--- src/rtl/aux_edid_pkg.sv ---
package aux_edid_pkg;

    // control word fields
    localparam int SEND_BIT = 31;
    localparam int DONE_BIT = 30;
    localparam int LEN_LSB  = 20;
    localparam int LEN_W    = 5;

    // opcode bits inside the header
    localparam int OP_READ_BIT = 0;
    localparam int OP_MOT_BIT  = 2;

    // message lengths with a fixed meaning
    localparam logic [LEN_W-1:0] LEN_ADDR_ONLY = LEN_W'(3);
    localparam logic [LEN_W-1:0] LEN_ONE_BYTE  = LEN_W'(4);

    // register slots
    localparam int NSLOTS = 6;
    localparam int SLOT_W = 3;
    localparam logic [SLOT_W-1:0] SLOT_CTL  = 3'd0;
    localparam logic [SLOT_W-1:0] SLOT_HDR  = 3'd1;
    localparam logic [SLOT_W-1:0] SLOT_NONE = 3'd7;
    localparam logic [7:0] SLOT_BASE = 8'h10;

    typedef enum logic [1:0] {
        I2C_IDLE      = 2'd0,
        I2C_SEL_EMPTY = 2'd1,
        I2C_SEL_READY = 2'd2
    } i2c_state_e;

    typedef enum logic [2:0] {
        CMD_NONE,
        CMD_STOP,
        CMD_START,
        CMD_WRITE,
        CMD_READ,
        CMD_READ_BADLEN
    } aux_cmd_e;

    typedef struct packed {
        aux_cmd_e    cmd;
        logic [15:0] target;
    } aux_req_t;

    // word-aligned addresses from SLOT_BASE upward map to consecutive slots
    function automatic logic [SLOT_W-1:0] slot_of(input logic [7:0] a);
        logic [7:0] off;
        off = a - SLOT_BASE;
        if (a >= SLOT_BASE && off[1:0] == 2'b00 && off[7:2] < 6'(NSLOTS))
            return off[2+SLOT_W-1:2];
        return SLOT_NONE;
    endfunction

endpackage

--- src/rtl/aux_edid_decode.sv ---
module aux_edid_decode
    import aux_edid_pkg::*;
(
    input  logic             send,
    input  logic [31:0]      header,
    input  logic [LEN_W-1:0] msg_len,
    output aux_req_t         req,
    output logic             rd_op
);

    logic [3:0] opcode;

    assign opcode = header[31:28];
    assign rd_op  = opcode[OP_READ_BIT];

    always_comb begin
        req.target = header[23:8];
        req.cmd    = CMD_NONE;
        if (send) begin
            if (msg_len == LEN_ADDR_ONLY)
                req.cmd = opcode[OP_MOT_BIT] ? CMD_START : CMD_STOP;
            else if (!opcode[OP_READ_BIT])
                req.cmd = CMD_WRITE;
            else if (msg_len == LEN_ONE_BYTE)
                req.cmd = CMD_READ;
            else
                req.cmd = CMD_READ_BADLEN;
        end
    end

endmodule

--- src/rtl/aux_edid_i2c_fsm.sv ---
module aux_edid_i2c_fsm
    import aux_edid_pkg::*;
#(
    parameter int          NPORTS    = 4,
    parameter int          EDID_SIZE = 128,
    parameter logic [15:0] EDID_ADDR = 16'h0050,
    parameter logic [7:0]  ACK_CODE  = 8'h00,
    localparam int         PORT_W    = $clog2(NPORTS),
    localparam int         IDX_W     = $clog2(EDID_SIZE + 1)
) (
    input  logic              clk,
    input  logic              rst_n,
    input  aux_req_t          req,
    input  logic [PORT_W-1:0] aux_port,
    input  logic [NPORTS-1:0] disp_present,
    input  logic [NPORTS-1:0] disp_is_dp,
    input  logic [7:0]        edid_data,
    output logic [PORT_W-1:0] edid_port,
    output logic [IDX_W-1:0]  edid_index,
    output logic              reply_en,
    output logic [31:0]       reply_word
);

    localparam logic [IDX_W-1:0] SIZE_L = IDX_W'(EDID_SIZE);

    i2c_state_e        state_q, state_n;
    logic [IDX_W-1:0]  ptr_q, ptr_n;
    logic [PORT_W-1:0] port_q, port_n;
    logic              port_has_dp;
    logic              have_byte;
    logic [7:0]        reply_byte;

    assign port_has_dp = disp_present[aux_port] & disp_is_dp[aux_port];
    assign have_byte   = (ptr_q < SIZE_L);

    // state register
    always_ff @(posedge clk or negedge rst_n) begin
        if (!rst_n) begin
            state_q <= I2C_IDLE;
            ptr_q   <= '0;
            port_q  <= '0;
        end else begin
            state_q <= state_n;
            ptr_q   <= ptr_n;
            port_q  <= port_n;
        end
    end

    // transitions
    always_comb begin
        state_n = state_q;
        ptr_n   = ptr_q;
        port_n  = port_q;
        unique case (req.cmd)
            CMD_STOP: begin
                state_n = I2C_IDLE;
                ptr_n   = '0;
            end
            CMD_START: begin
                if (req.target == 16'h0000) begin
                    state_n = I2C_IDLE;
                    ptr_n   = '0;
                end else if (req.target == EDID_ADDR) begin
                    port_n  = aux_port;
                    state_n = port_has_dp ? I2C_SEL_READY : I2C_SEL_EMPTY;
                end
            end
            CMD_READ: begin
                unique case (state_q)
                    I2C_SEL_READY: if (have_byte) ptr_n = ptr_q + IDX_W'(1);
                    default: ;
                endcase
            end
            default: ;
        endcase
    end

    // outputs
    always_comb begin
        reply_en   = 1'b0;
        reply_byte = 8'h00;
        unique case (req.cmd)
            CMD_STOP, CMD_START, CMD_WRITE: reply_en = 1'b1;
            CMD_READ: begin
                reply_en = 1'b1;
                unique case (state_q)
                    I2C_SEL_READY: reply_byte = have_byte ? edid_data : 8'h00;
                    default:       reply_byte = 8'hFF;
                endcase
            end
            default: ;
        endcase
        reply_word = {ACK_CODE, reply_byte, 16'h0000};
    end

    assign edid_port  = port_q;
    assign edid_index = ptr_q;

    assert_ptr_bound_R9: assert property (@(posedge clk) disable iff (!rst_n)
        ptr_q <= SIZE_L);

    assert_idle_ptr_zero_R6: assert property (@(posedge clk) disable iff (!rst_n)
        (state_q == I2C_IDLE) |-> (ptr_q == '0));

    assert_stop_idles_R6: assert property (@(posedge clk) disable iff (!rst_n)
        (req.cmd == CMD_STOP) |=> (state_q == I2C_IDLE && ptr_q == '0));

    assert_ptr_hold_R10: assert property (@(posedge clk) disable iff (!rst_n)
        (req.cmd == CMD_NONE || req.cmd == CMD_WRITE || req.cmd == CMD_READ_BADLEN)
        |=> $stable(ptr_q));

endmodule

--- src/rtl/aux_edid_regs.sv ---
module aux_edid_regs
    import aux_edid_pkg::*;
(
    input  logic              clk,
    input  logic              rst_n,
    input  logic              wr_en,
    input  logic [SLOT_W-1:0] wr_slot,
    input  logic [31:0]       wr_data,
    input  logic              send,
    input  logic [31:0]       ctl_update,
    input  logic              reply_en,
    input  logic [31:0]       reply_word,
    input  logic [SLOT_W-1:0] rd_slot,
    output logic [31:0]       rd_word,
    output logic [31:0]       header
);

    logic [NSLOTS-1:0][31:0] word;

    for (genvar g = 0; g < NSLOTS; g++) begin : g_slot
        logic [31:0] q;
        if (g == 0) begin : g_ctl
            always_ff @(posedge clk or negedge rst_n) begin
                if (!rst_n)    q <= '0;
                else if (send) q <= ctl_update;
            end
        end else if (g == 1) begin : g_hdr
            always_ff @(posedge clk or negedge rst_n) begin
                if (!rst_n)                                q <= '0;
                else if (wr_en && wr_slot == SLOT_W'(g))   q <= wr_data;
                else if (send && reply_en)                 q <= reply_word;
            end
        end else begin : g_plain
            always_ff @(posedge clk or negedge rst_n) begin
                if (!rst_n)                              q <= '0;
                else if (wr_en && wr_slot == SLOT_W'(g)) q <= wr_data;
            end
        end
        assign word[g] = q;
    end

    always_comb begin
        rd_word = '0;
        for (int i = 0; i < NSLOTS; i++)
            if (rd_slot == SLOT_W'(i)) rd_word = word[i];
    end

    assign header = word[1];

    assert_passive_ctl_R3: assert property (@(posedge clk) disable iff (!rst_n)
        (wr_en && wr_slot == SLOT_CTL && !wr_data[SEND_BIT])
        |=> ($stable(word[0]) && $stable(word[1])));

    assert_done_set_R4: assert property (@(posedge clk) disable iff (!rst_n)
        send |=> word[0][DONE_BIT]);

endmodule

--- src/rtl/aux_edid_responder.sv ---
module aux_edid_responder
    import aux_edid_pkg::*;
#(
    parameter int          NPORTS    = 4,
    parameter int          EDID_SIZE = 128,
    parameter logic [15:0] EDID_ADDR = 16'h0050,
    parameter logic [7:0]  ACK_CODE  = 8'h00,
    localparam int         PORT_W    = $clog2(NPORTS),
    localparam int         IDX_W     = $clog2(EDID_SIZE + 1)
) (
    input  logic              clk,
    input  logic              rst_n,
    input  logic              wr_en,
    input  logic [7:0]        wr_addr,
    input  logic [31:0]       wr_data,
    input  logic [7:0]        rd_addr,
    output logic [31:0]       rd_data,
    input  logic [PORT_W-1:0] aux_port,
    input  logic [NPORTS-1:0] disp_present,
    input  logic [NPORTS-1:0] disp_is_dp,
    output logic [PORT_W-1:0] edid_port,
    output logic [IDX_W-1:0]  edid_index,
    input  logic [7:0]        edid_data
);

    logic [SLOT_W-1:0] wr_slot, rd_slot;
    logic              send;
    logic [31:0]       header;
    logic [31:0]       ctl_update;
    logic              rd_op;
    aux_req_t          req;
    logic              reply_en;
    logic [31:0]       reply_word;

    assign wr_slot = slot_of(wr_addr);
    assign rd_slot = slot_of(rd_addr);
    assign send    = wr_en && (wr_slot == SLOT_CTL) && wr_data[SEND_BIT];

    always_comb begin
        ctl_update                      = '0;
        ctl_update[DONE_BIT]            = 1'b1;
        ctl_update[LEN_LSB +: LEN_W]    = rd_op ? LEN_W'(2) : LEN_W'(1);
    end

    aux_edid_decode u_decode (
        .send    (send),
        .header  (header),
        .msg_len (wr_data[LEN_LSB +: LEN_W]),
        .req     (req),
        .rd_op   (rd_op)
    );

    aux_edid_i2c_fsm #(
        .NPORTS    (NPORTS),
        .EDID_SIZE (EDID_SIZE),
        .EDID_ADDR (EDID_ADDR),
        .ACK_CODE  (ACK_CODE)
    ) u_fsm (
        .clk          (clk),
        .rst_n        (rst_n),
        .req          (req),
        .aux_port     (aux_port),
        .disp_present (disp_present),
        .disp_is_dp   (disp_is_dp),
        .edid_data    (edid_data),
        .edid_port    (edid_port),
        .edid_index   (edid_index),
        .reply_en     (reply_en),
        .reply_word   (reply_word)
    );

    aux_edid_regs u_regs (
        .clk        (clk),
        .rst_n      (rst_n),
        .wr_en      (wr_en),
        .wr_slot    (wr_slot),
        .wr_data    (wr_data),
        .send       (send),
        .ctl_update (ctl_update),
        .reply_en   (reply_en),
        .reply_word (reply_word),
        .rd_slot    (rd_slot),
        .rd_word    (rd_data),
        .header     (header)
    );

endmodule

--- config.mk ---
export PLATFORM = sky130hd
export DESIGN_NAME = aux_edid_responder
export DESIGN_NICKNAME = d
export VERILOG_FILES = /design/src/rtl/aux_edid_pkg.sv /design/src/rtl/aux_edid_decode.sv /design/src/rtl/aux_edid_i2c_fsm.sv /design/src/rtl/aux_edid_regs.sv /design/src/rtl/aux_edid_responder.sv
export SDC_FILE = /design/constraint.sdc
export NUM_CORES = 1
export LEC_CHECK = 0
export ABC_AREA = 1
export ABC_CLOCK_PERIOD_IN_PS = 3500
export BUFFER_PORTS_ARGS = -buffer_cell sky130_fd_sc_hd__buf_4
export CAP_MARGIN = 20
export CORE_MARGIN = 2
export CORE_UTILIZATION = 35
export DETAILED_ROUTE_END_ITERATION = 6
export PLACE_DENSITY_LB_ADDON = 0.05
export SLEW_MARGIN = 10
export SYNTH_ARGS = -nofsm -noshare
export SYNTH_HDL_FRONTEND = slang
export SYNTH_SLANG_ARGS = --single-unit
--- constraint.sdc ---
create_clock -name clk -period 3.5 [get_ports clk]
set_clock_uncertainty 0.05 [all_clocks]
set_input_delay 0.7 -clock clk [delete_from_list [all_inputs] [get_ports clk]]
set_output_delay 0.7 -clock clk [all_outputs]
set_load 0.01 [all_outputs]
### Word level (Yosys, flattened, before mapping)

Cells that the tools add are included.

* bits in registers: 178
* output and inout port bits: 42
* word-level logic and storage cells: 102
* input bits: 69

* bitwise operators: 2
* muxes and demuxes: 36
* equality and inequality tests: 22
* reductions and logical operators: 24
* magnitude comparators: 6
* $add $sub $neg: 3

Operator list (number)
* $mux W32: 7
* $mux W8: 6
* $mux W31: 1
* $pmux W8 S3: 1
* $mux W3: 7
* $eq A3 B2 Y1 const B: 6
* $eq A16 B7 Y1 const B: 1
* $ge A8 B5 Y1 const B: 2
* $logic_not A16 Y1: 1
* $sub A8 B5 Y8 const B: 2
* $eq A3 B3 Y1 const B: 5
* $logic_and A1 B1 Y1: 12
* $lt A6 B3 Y1 const B: 2
* $mux W2: 5
* $eq A3 B1 Y1 const B: 3
* $add A8 B1 Y8 const B: 1
* $lt A8 B8 Y1 const B: 1
* $logic_not A3 Y1: 2
* $mux W1: 6
* $ne A2 B1 Y1 const B: 3
* $eq A5 B2 Y1 const B: 1
* $eq A5 B3 Y1 const B: 1
* $bmux W1 S2: 2
* $logic_not A2 Y1: 2
* other kinds (12): 13

### Depth between registers and ports, before layout

Gate-level depths: netlist (run 1).

* depth in word-level cells: 16
* gate-level depth with buffers: 18
* gate-level depth less buffers: 17

### By module

A second synthesis (run 1) with hierarchy kept.

* cells, all modules: 1269
* area, all modules: 10362.4 um2

By module, submodules not included
* aux_edid_regs: instances 1, cells each 1023, sequential area each 4804.6 um2, area an instance 8812.2 um2
* aux_edid_i2c_fsm: instances 1, cells each 156, sequential area each 300.3 um2, area an instance 1052.3 um2
* aux_edid_responder: instances 1, cells each 51, sequential area each 0.0 um2, area an instance 275.3 um2
* aux_edid_decode: instances 1, cells each 39, sequential area each 0.0 um2, area an instance 222.7 um2

### Worst setup path before layout (run 1)

OpenSTA, ideal clock, no wires.

* kind: input to output
* start: input port rd_addr[4]
* end: output port rd_data[28]
* setup slack: 0.412 ns
* stages: 13
* arrival time: 2.338 ns
* required time: 2.750 ns
* cell sequence: buf_2 inv_2 ha_1 nand2_1 nor3_1 nand2_2 nor2_1 nand2_1 inv_1 buf_2 nand2_1 a21boi_0 nand4_1

* cells in the longest elaborated chain, start to end: 11
* elaborated cells between the ends (all ways): 18

Ends and longest elaborated chain
* start: declaration: line aux_edid_responder.sv:16 `input logic [7:0] rd_addr,`
* $sub A8 B5 Y8 / $ge A8 B5 Y1 (equally long branches): line aux_edid_pkg.sv:48, aux_edid_pkg.sv:49
* $lt A6 B3 Y1 / $logic_and A1 B1 Y1 (equally long branches): line aux_edid_pkg.sv:49 `if (a >= SLOT_BASE && off[1:0] == 2'b00 && off[7:2] < 6'(NSLOTS))`
* $logic_and A1 B1 Y1: line aux_edid_pkg.sv:49
* $mux W1: line aux_edid_pkg.sv:49
* $mux W3 (*): line aux_edid_pkg.sv:51 `return SLOT_NONE;`
* $eq A3 B1 Y1: line aux_edid_regs.sv:45 `if (rd_slot == SLOT_W'(i)) rd_word = word[i];`
* $mux W32 (4 in a row): line aux_edid_regs.sv:45
* $mux W32 (*): line aux_edid_regs.sv:45
* end: declaration: line aux_edid_responder.sv:17 `output logic [31:0] rd_data,`

Every way passes the cells marked *; elsewhere a longest branch is shown, timed or not. The select of a mux whose other input is x is not followed.

### Worst setup path in the final report (run 1)

* start: input port rd_addr[4]
* end: output port rd_data[21]

* cells in the longest elaborated chain, start to end: 12
* elaborated cells between the ends (all ways): 20

Ends and longest elaborated chain (line)
* $sub A8 B5 Y8 / $ge A8 B5 Y1 (equally long branches): aux_edid_pkg.sv:48, aux_edid_pkg.sv:49
* $lt A6 B3 Y1 / $logic_and A1 B1 Y1 (equally long branches): aux_edid_pkg.sv:49
* $logic_and A1 B1 Y1: aux_edid_pkg.sv:49
* $mux W1: aux_edid_pkg.sv:49
* $mux W3 (*): aux_edid_pkg.sv:51
* $logic_not A3 Y1: aux_edid_regs.sv:45
* $mux W31: aux_edid_regs.sv:45
* $mux W32 (4 in a row): aux_edid_regs.sv:45
* $mux W32 (*): aux_edid_regs.sv:45

Marked as above.

==> flow_metrics.tcl, run 1 <==
set metrics [dict create \
    fmax_mhz 305 \
    antenna_found_initial 0 \
    critPathMaxFanout 32 \
    dr.pass1.iters 4 \
    worst_pin_slew_ns 0.768 \
    r2r_setup_slack_ns 1.42 \
    critPathKind "in2out" \
    cts_setup_buffers 0 \
    track_usage_pct 19.2 \
    worstPathRequired_ns 2.75 \
    io_buffers 110 \
    antennaDiodeCount 0 \
    rsz0062_at_grt "no" \
    die_x_um 157 \
    grt_pass1_vias 6857 \
    maxCapViolCount 0 \
    ys_seq_area_share_pct 53.7 \
    dr.max_layer_used "met4" \
    drt-met1-wl_um 10800 \
    grt_pass1_wl_um 36600 \
    synth-seq-cells 175 \
    hpwl_um 14900 \
    power.density_nw_per_um2 458 \
    slew_violations 0 \
    rr_startpoint "u_regs.header[28]" \
    syn_to_final_growth_pct 22.3 \
    cts.clk_slew.worst_paths_ns 0.07 \
    hold_path.class "in2async" \
    grt_max_degree 79 \
    tns_ns 0 \
    cts_root_buf "clkbuf_16" \
    syn_area_um2 8150 \
    end_kind "output port" \
    synth.avg_cell_area_um2 8.35 \
    total_power_mw 4.57 \
    status "finished clean" \
    htreeDepth 4 \
    vias 6803 \
    crit_arrival_ns 2.53 \
    postSynthCellCount 976 \
    drc 0 \
    clk_path_buf_depth 2 \
    gr-total-overflow 0 \
    cts_inserted_buffers 17 \
    peakVddDrop_uv 198 \
    finalHoldViolations 0 \
    final.fill_count 2334 \
    syn_nets 1050 \
    finalCritPeriodShare_pct 93.6 \
    rows 55 \
    p_leak_nw 4.98 \
    ant_nets 0 \
    drive_above_1_share_pct 17.9 \
    coreArea_um2 22800 \
    worst_setup_path_start_kind "primary input" \
    start_util_pct 35.8 \
    r2r-end "u_fsm.edid_index[7]" \
    ys_warn_count 0 \
    routedWlPerCell_um 16.0 \
    ctsHoldBuffers 0 \
    period_needed_ns 3.28 \
    gp_routability_congestion 0.795 \
    met2_length_um 10700 \
    cts_sinks 175 \
    die_h_um 157 \
    drt_iter0_drc 374 \
    via_per_inst 4.84 \
    fin_util_pct 43.8 \
    yosys.cell_types.count 37 \
    place_area_um2 9440 \
    drt_wl_total_um 22400 \
    setup_viol 0 \
    cts.repair.resized 0 \
    finalInstanceArea_um2 9970 \
    slew_headroom_pct 48.8 \
    clk_latency_ns 0.42 \
    wl_met3_um 812 \
    dieArea_um2 24500 \
    rr_worst_depth 8 \
    final_nets 1153 \
    cts_tree "yes" \
    ioPinCount 111 \
]
## layout make-up
class	count	area, um^2	share of cell area, %
sequential	175	4380	43.9
tap	313	392	3.93
clock buffer	17	425	4.26
clock inverter	15	113	1.13
timing repair buffer	133	1090	10.9
inverter	111	417	4.18
multi-input combinational	641	3160	31.7
## logic make-up (layout without fill, tap and decap cells)
kind of cell,count (synthesis),after routing,share of synthesized area (%)
flip-flops,175,175,53.7
buffers and inverters,160,276,7.80
multiplexers,1,1,0.123
adder cells (fa/ha/maj),5,5,0.767
AND/OR/NAND/NOR,415,415,22.4
AO/OA/AOI/OAI,219,219,15.1
XOR/XNOR,1,1,0.107
## synth_stat cells, drive strengths merged
cell type,count,area [um^2]
nand3,26,140
a21boi,10,75.1
o211ai,3,27.5
inv,108,405
nor3,4,31.3
mux2i,1,10.0
a22oi,20,150
a31oi,1,6.26
ha,5,62.6
a21oi,19,95.1
xnor2,1,8.76
o22ai,32,200
clkbuf,31,116
o21ai,133,666
nand3b,1,7.51
nor4,3,25.0
dfrtp,175,4380
nor2,36,171
clkinv,3,11.3
and3,1,6.26
buf,18,103
nand4,49,328
nand2,295,1120
o31ai,1,7.51
## per-layer routing
| layer | up-vias | track usage, % |
|---|---|---|
| met1 | 3246 | 26.0 |
| li1 | 3428 | - |
| met5 | - | 0 |
| met3 | 12 | 3.52 |
| met4 | 0 | 4.50 |
| met2 | 117 | 32.1 |
## layout by cell type, fill, tap and decap left out, drive strengths merged, types with 20 or more instances in the layout
master  instances
inv           113
dfrtp         175
nand3          26
nand4          49
a22oi          20
o21ai         133
nand2         295
nor2           36
buf           133
o22ai          32
## power by group
group / total [mW] / switching (mW) / internal (mW)
logic: 0.440 / 0.254 / 0.187
registers: 2.38 / 0.130 / 2.25
clock network: 1.76 / 0.838 / 0.918
total: 4.57 / 1.22 / 3.35
## per-stage QoR
step / std cells / hold slack, ns / worst slack (ns)
3_3_place_gp: 1373 / 0.401 / 0.243
5_1_grt: 1405 / 0.301 / 0.0550
6_report: 1405 / 0.264 / 0.224
4_1_cts: 1405 / 0.284 / 0.187
2_1_floorplan: 976 / 0.354 / 0.412
3_5_place_dp: 1373 / 0.412 / 0.201
## worst max-delay path, cell delays in order
cell	delay, ns
buf_4	0.09
inv_2	0.05
ha_1	0.26
nand2_1	0.05
nor3_1	0.21
nand2_2	0.14
nor2_2	0.13
nand2_1	0.10
nor2_2	0.14
buf_12	0.22
nand2_1	0.07
nand2_1	0.06
a21oi_1	0.04
nand4_1	0.12
buf_4	0.15
## flip-flops by register name (all words and copies together) (netlist names)
register / flops
u_fsm.edid_port: 2
u_fsm.state_q: 2
u_regs.header: 32
u_regs.g_slot.q: 131
u_fsm.edid_index: 8
## how the worst max path moves through the flow
stage,from,end,slack (ns)
after floorplan,rd_addr[4],rd_data[28],0.41
after global placement,rd_addr[4],rd_data[21],0.24
after detailed placement,rd_addr[4],rd_data[21],0.20
after CTS,rd_addr[4],rd_data[21],0.19
after global routing,rd_addr[4],rd_data[13],0.05
final,rd_addr[4],rd_data[21],0.22
Power figures use the tool's default switching activity.
==> run 2, diff against run 1 <==
Settings changed: ABC_CLOCK_PERIOD_IN_PS 3500 to 3040.
Clock period 3.5 ns to 3.04 ns, I/O delays scaled along.
==> flow_metrics.tcl, run 2 (synthesis gave the netlist of run 1 again) <==
set metrics [dict create \
    slew_headroom_pct 55.2 \
    hold_path.class "in2async" \
    die_h_um 157 \
    cts_root_buf "clkbuf_16" \
    clk_path_buf_depth 2 \
    via_per_inst 4.87 \
    layout_common_cells "nand2_1, dfrtp_1, o21ai_0" \
    end_kind "output port" \
    total_power_mw 5.52 \
    worst_setup_path_start_kind "primary input" \
    maxCapViolCount 0 \
    syn_to_final_growth_pct 26.5 \
    r2r_setup_slack_ns 1.04 \
    final_nets 1166 \
    power.density_nw_per_um2 535 \
    drt_iter0_drc 380 \
    die_x_um 157 \
    fin_util_pct 45.3 \
    vias 6884 \
    hpwl_um 15000 \
    r2r-end "u_fsm.edid_index[7]" \
    period_needed_ns 2.96 \
    rows 55 \
    dieArea_um2 24500 \
    critPathKind "in2out" \
    grt_pass1_wl_um 36900 \
    crit_arrival_ns 2.30 \
    peakVddDrop_uv 338 \
    cts.clk_slew.worst_paths_ns 0.06 \
    setup_viol 0 \
    io_buffers 110 \
    worst_pin_slew_ns 0.672 \
    cts_tree "yes" \
    antenna_found_initial 0 \
    drc 0 \
    worstPathRequired_ns 2.38 \
    track_usage_pct 19.4 \
    dr.pass1.iters 5 \
    gp_routability_congestion 0.810 \
    antennaDiodeCount 0 \
    largest_reg_flops 131 \
    finalHoldViolations 0 \
    coreArea_um2 22800 \
    ant_nets 0 \
    htreeDepth 4 \
    routedWlPerCell_um 16.0 \
    clk_latency_ns 0.42 \
    dp_slack_ns 0.0230 \
    rr_worst_depth 10 \
    finalCritPeriodShare_pct 97.4 \
    p_leak_nw 5.10 \
    slew_violations 0 \
    status "finished clean" \
    gr-total-overflow 0 \
    rr_startpoint "u_regs.header[8]" \
    final.fill_count 2335 \
    fmax_mhz 338 \
    grt_max_degree 71 \
    rsz0062_at_grt "yes" \
    grt_pass1_vias 6837 \
    start_util_pct 35.8 \
    drt_wl_total_um 22600 \
    cts_sinks 175 \
    drive_above_1_share_pct 19.8 \
    ioPinCount 111 \
    layout_commonest_cell "nand2_1" \
    top_register "u_regs.g_slot.q" \
    critPathMaxFanout 4 \
    worst_slack_ns 0.0797 \
    cts_inserted_buffers 17 \
]
==> run 2: changes by cell type in the layout (fill, tap and decap cells not counted), sizes merged <==
cell	previous run	this run
inv	113	108
clkbuf	17	20
buf	133	145
bufinv	0	4
clkinvlp	0	1
clkinv	13	6
==> run 2: what timing repair did <==
item                                    in CTS  in global routing
resized for setup                            0                 30
buffers inserted                             0                  2
endpoints found under the setup margin       0                 32
hold buffers                                 0                  0
==> run 2: layout make-up <==
type	instances	area [um^2]	area share [%]
Sequential cell	175	4380	42.5
Clock buffer	19	443	4.30
Clock inverter	8	143	1.38
Inverter	111	419	4.06
Timing Repair Buffer	146	1300	12.6
Tap cell	313	392	3.80
Multi-Input combinational cell	641	3230	31.4
==> run 2: where the power goes <==
part,switching [mW],leakage (nW),internal (mW)
sequential,0.161,2.25,2.59
clock,0.886,0.286,1.37
combinational,0.294,2.56,0.220
total,1.34,5.10,4.18
==> run 2: per-stage QoR <==
stage | cells | TNS, ns | hold WS (ns) | area [um^2]
final | 1413 | 0 | 0.0365 | 10300
after global routing | 1413 | -0.434 | 0.0461 | 10300
after CTS | 1410 | 0 | 0.0349 | 10200
after detailed placement | 1383 | 0 | 0.410 | 9590
after global placement | 1383 | 0 | 0.411 | 9590
after floorplan | 976 | 0 | 0.262 | 8150
==> run 2: worst max path at each step <==
| stage | from | end | slack [ns] | cells past startpoint |
|---|---|---|---|---|
| final | rd_addr[5] | rd_data[20] | 0.08 | 13 |
| after detailed placement | rd_addr[5] | rd_data[28] | 0.02 | 14 |
| after global routing | rd_addr[5] | rd_data[9] | -0.05 | 13 |
| after CTS | rd_addr[5] | rd_data[26] | 0.009 | 13 |
| after floorplan | rd_addr[4] | rd_data[28] | 0.14 | 13 |
| after global placement | rd_addr[5] | rd_data[28] | 0.03 | 14 |
==> run 2: per-layer routing <==
layer / GRT usage (%) / vias to the layer above / routed length (um)
met2: 31.0 / 131 / 10600
li1: - / 3447 / -
met1: 27.5 / 3295 / 11000
met5: 0 / - / 0
met3: 3.82 / 11 / 817
met4: 3.63 / 0 / 186
==> run 2: critical path, cell delays in order <==
cell     delay (ns)
buf_4          0.08
inv_1          0.04
ha_1           0.26
nand2_1        0.06
nor3_2         0.17
nand2_2        0.12
buf_6          0.14
nor4_4         0.16
buf_4          0.18
buf_4          0.12
nand2_1        0.05
nand4_1        0.14
buf_4          0.15
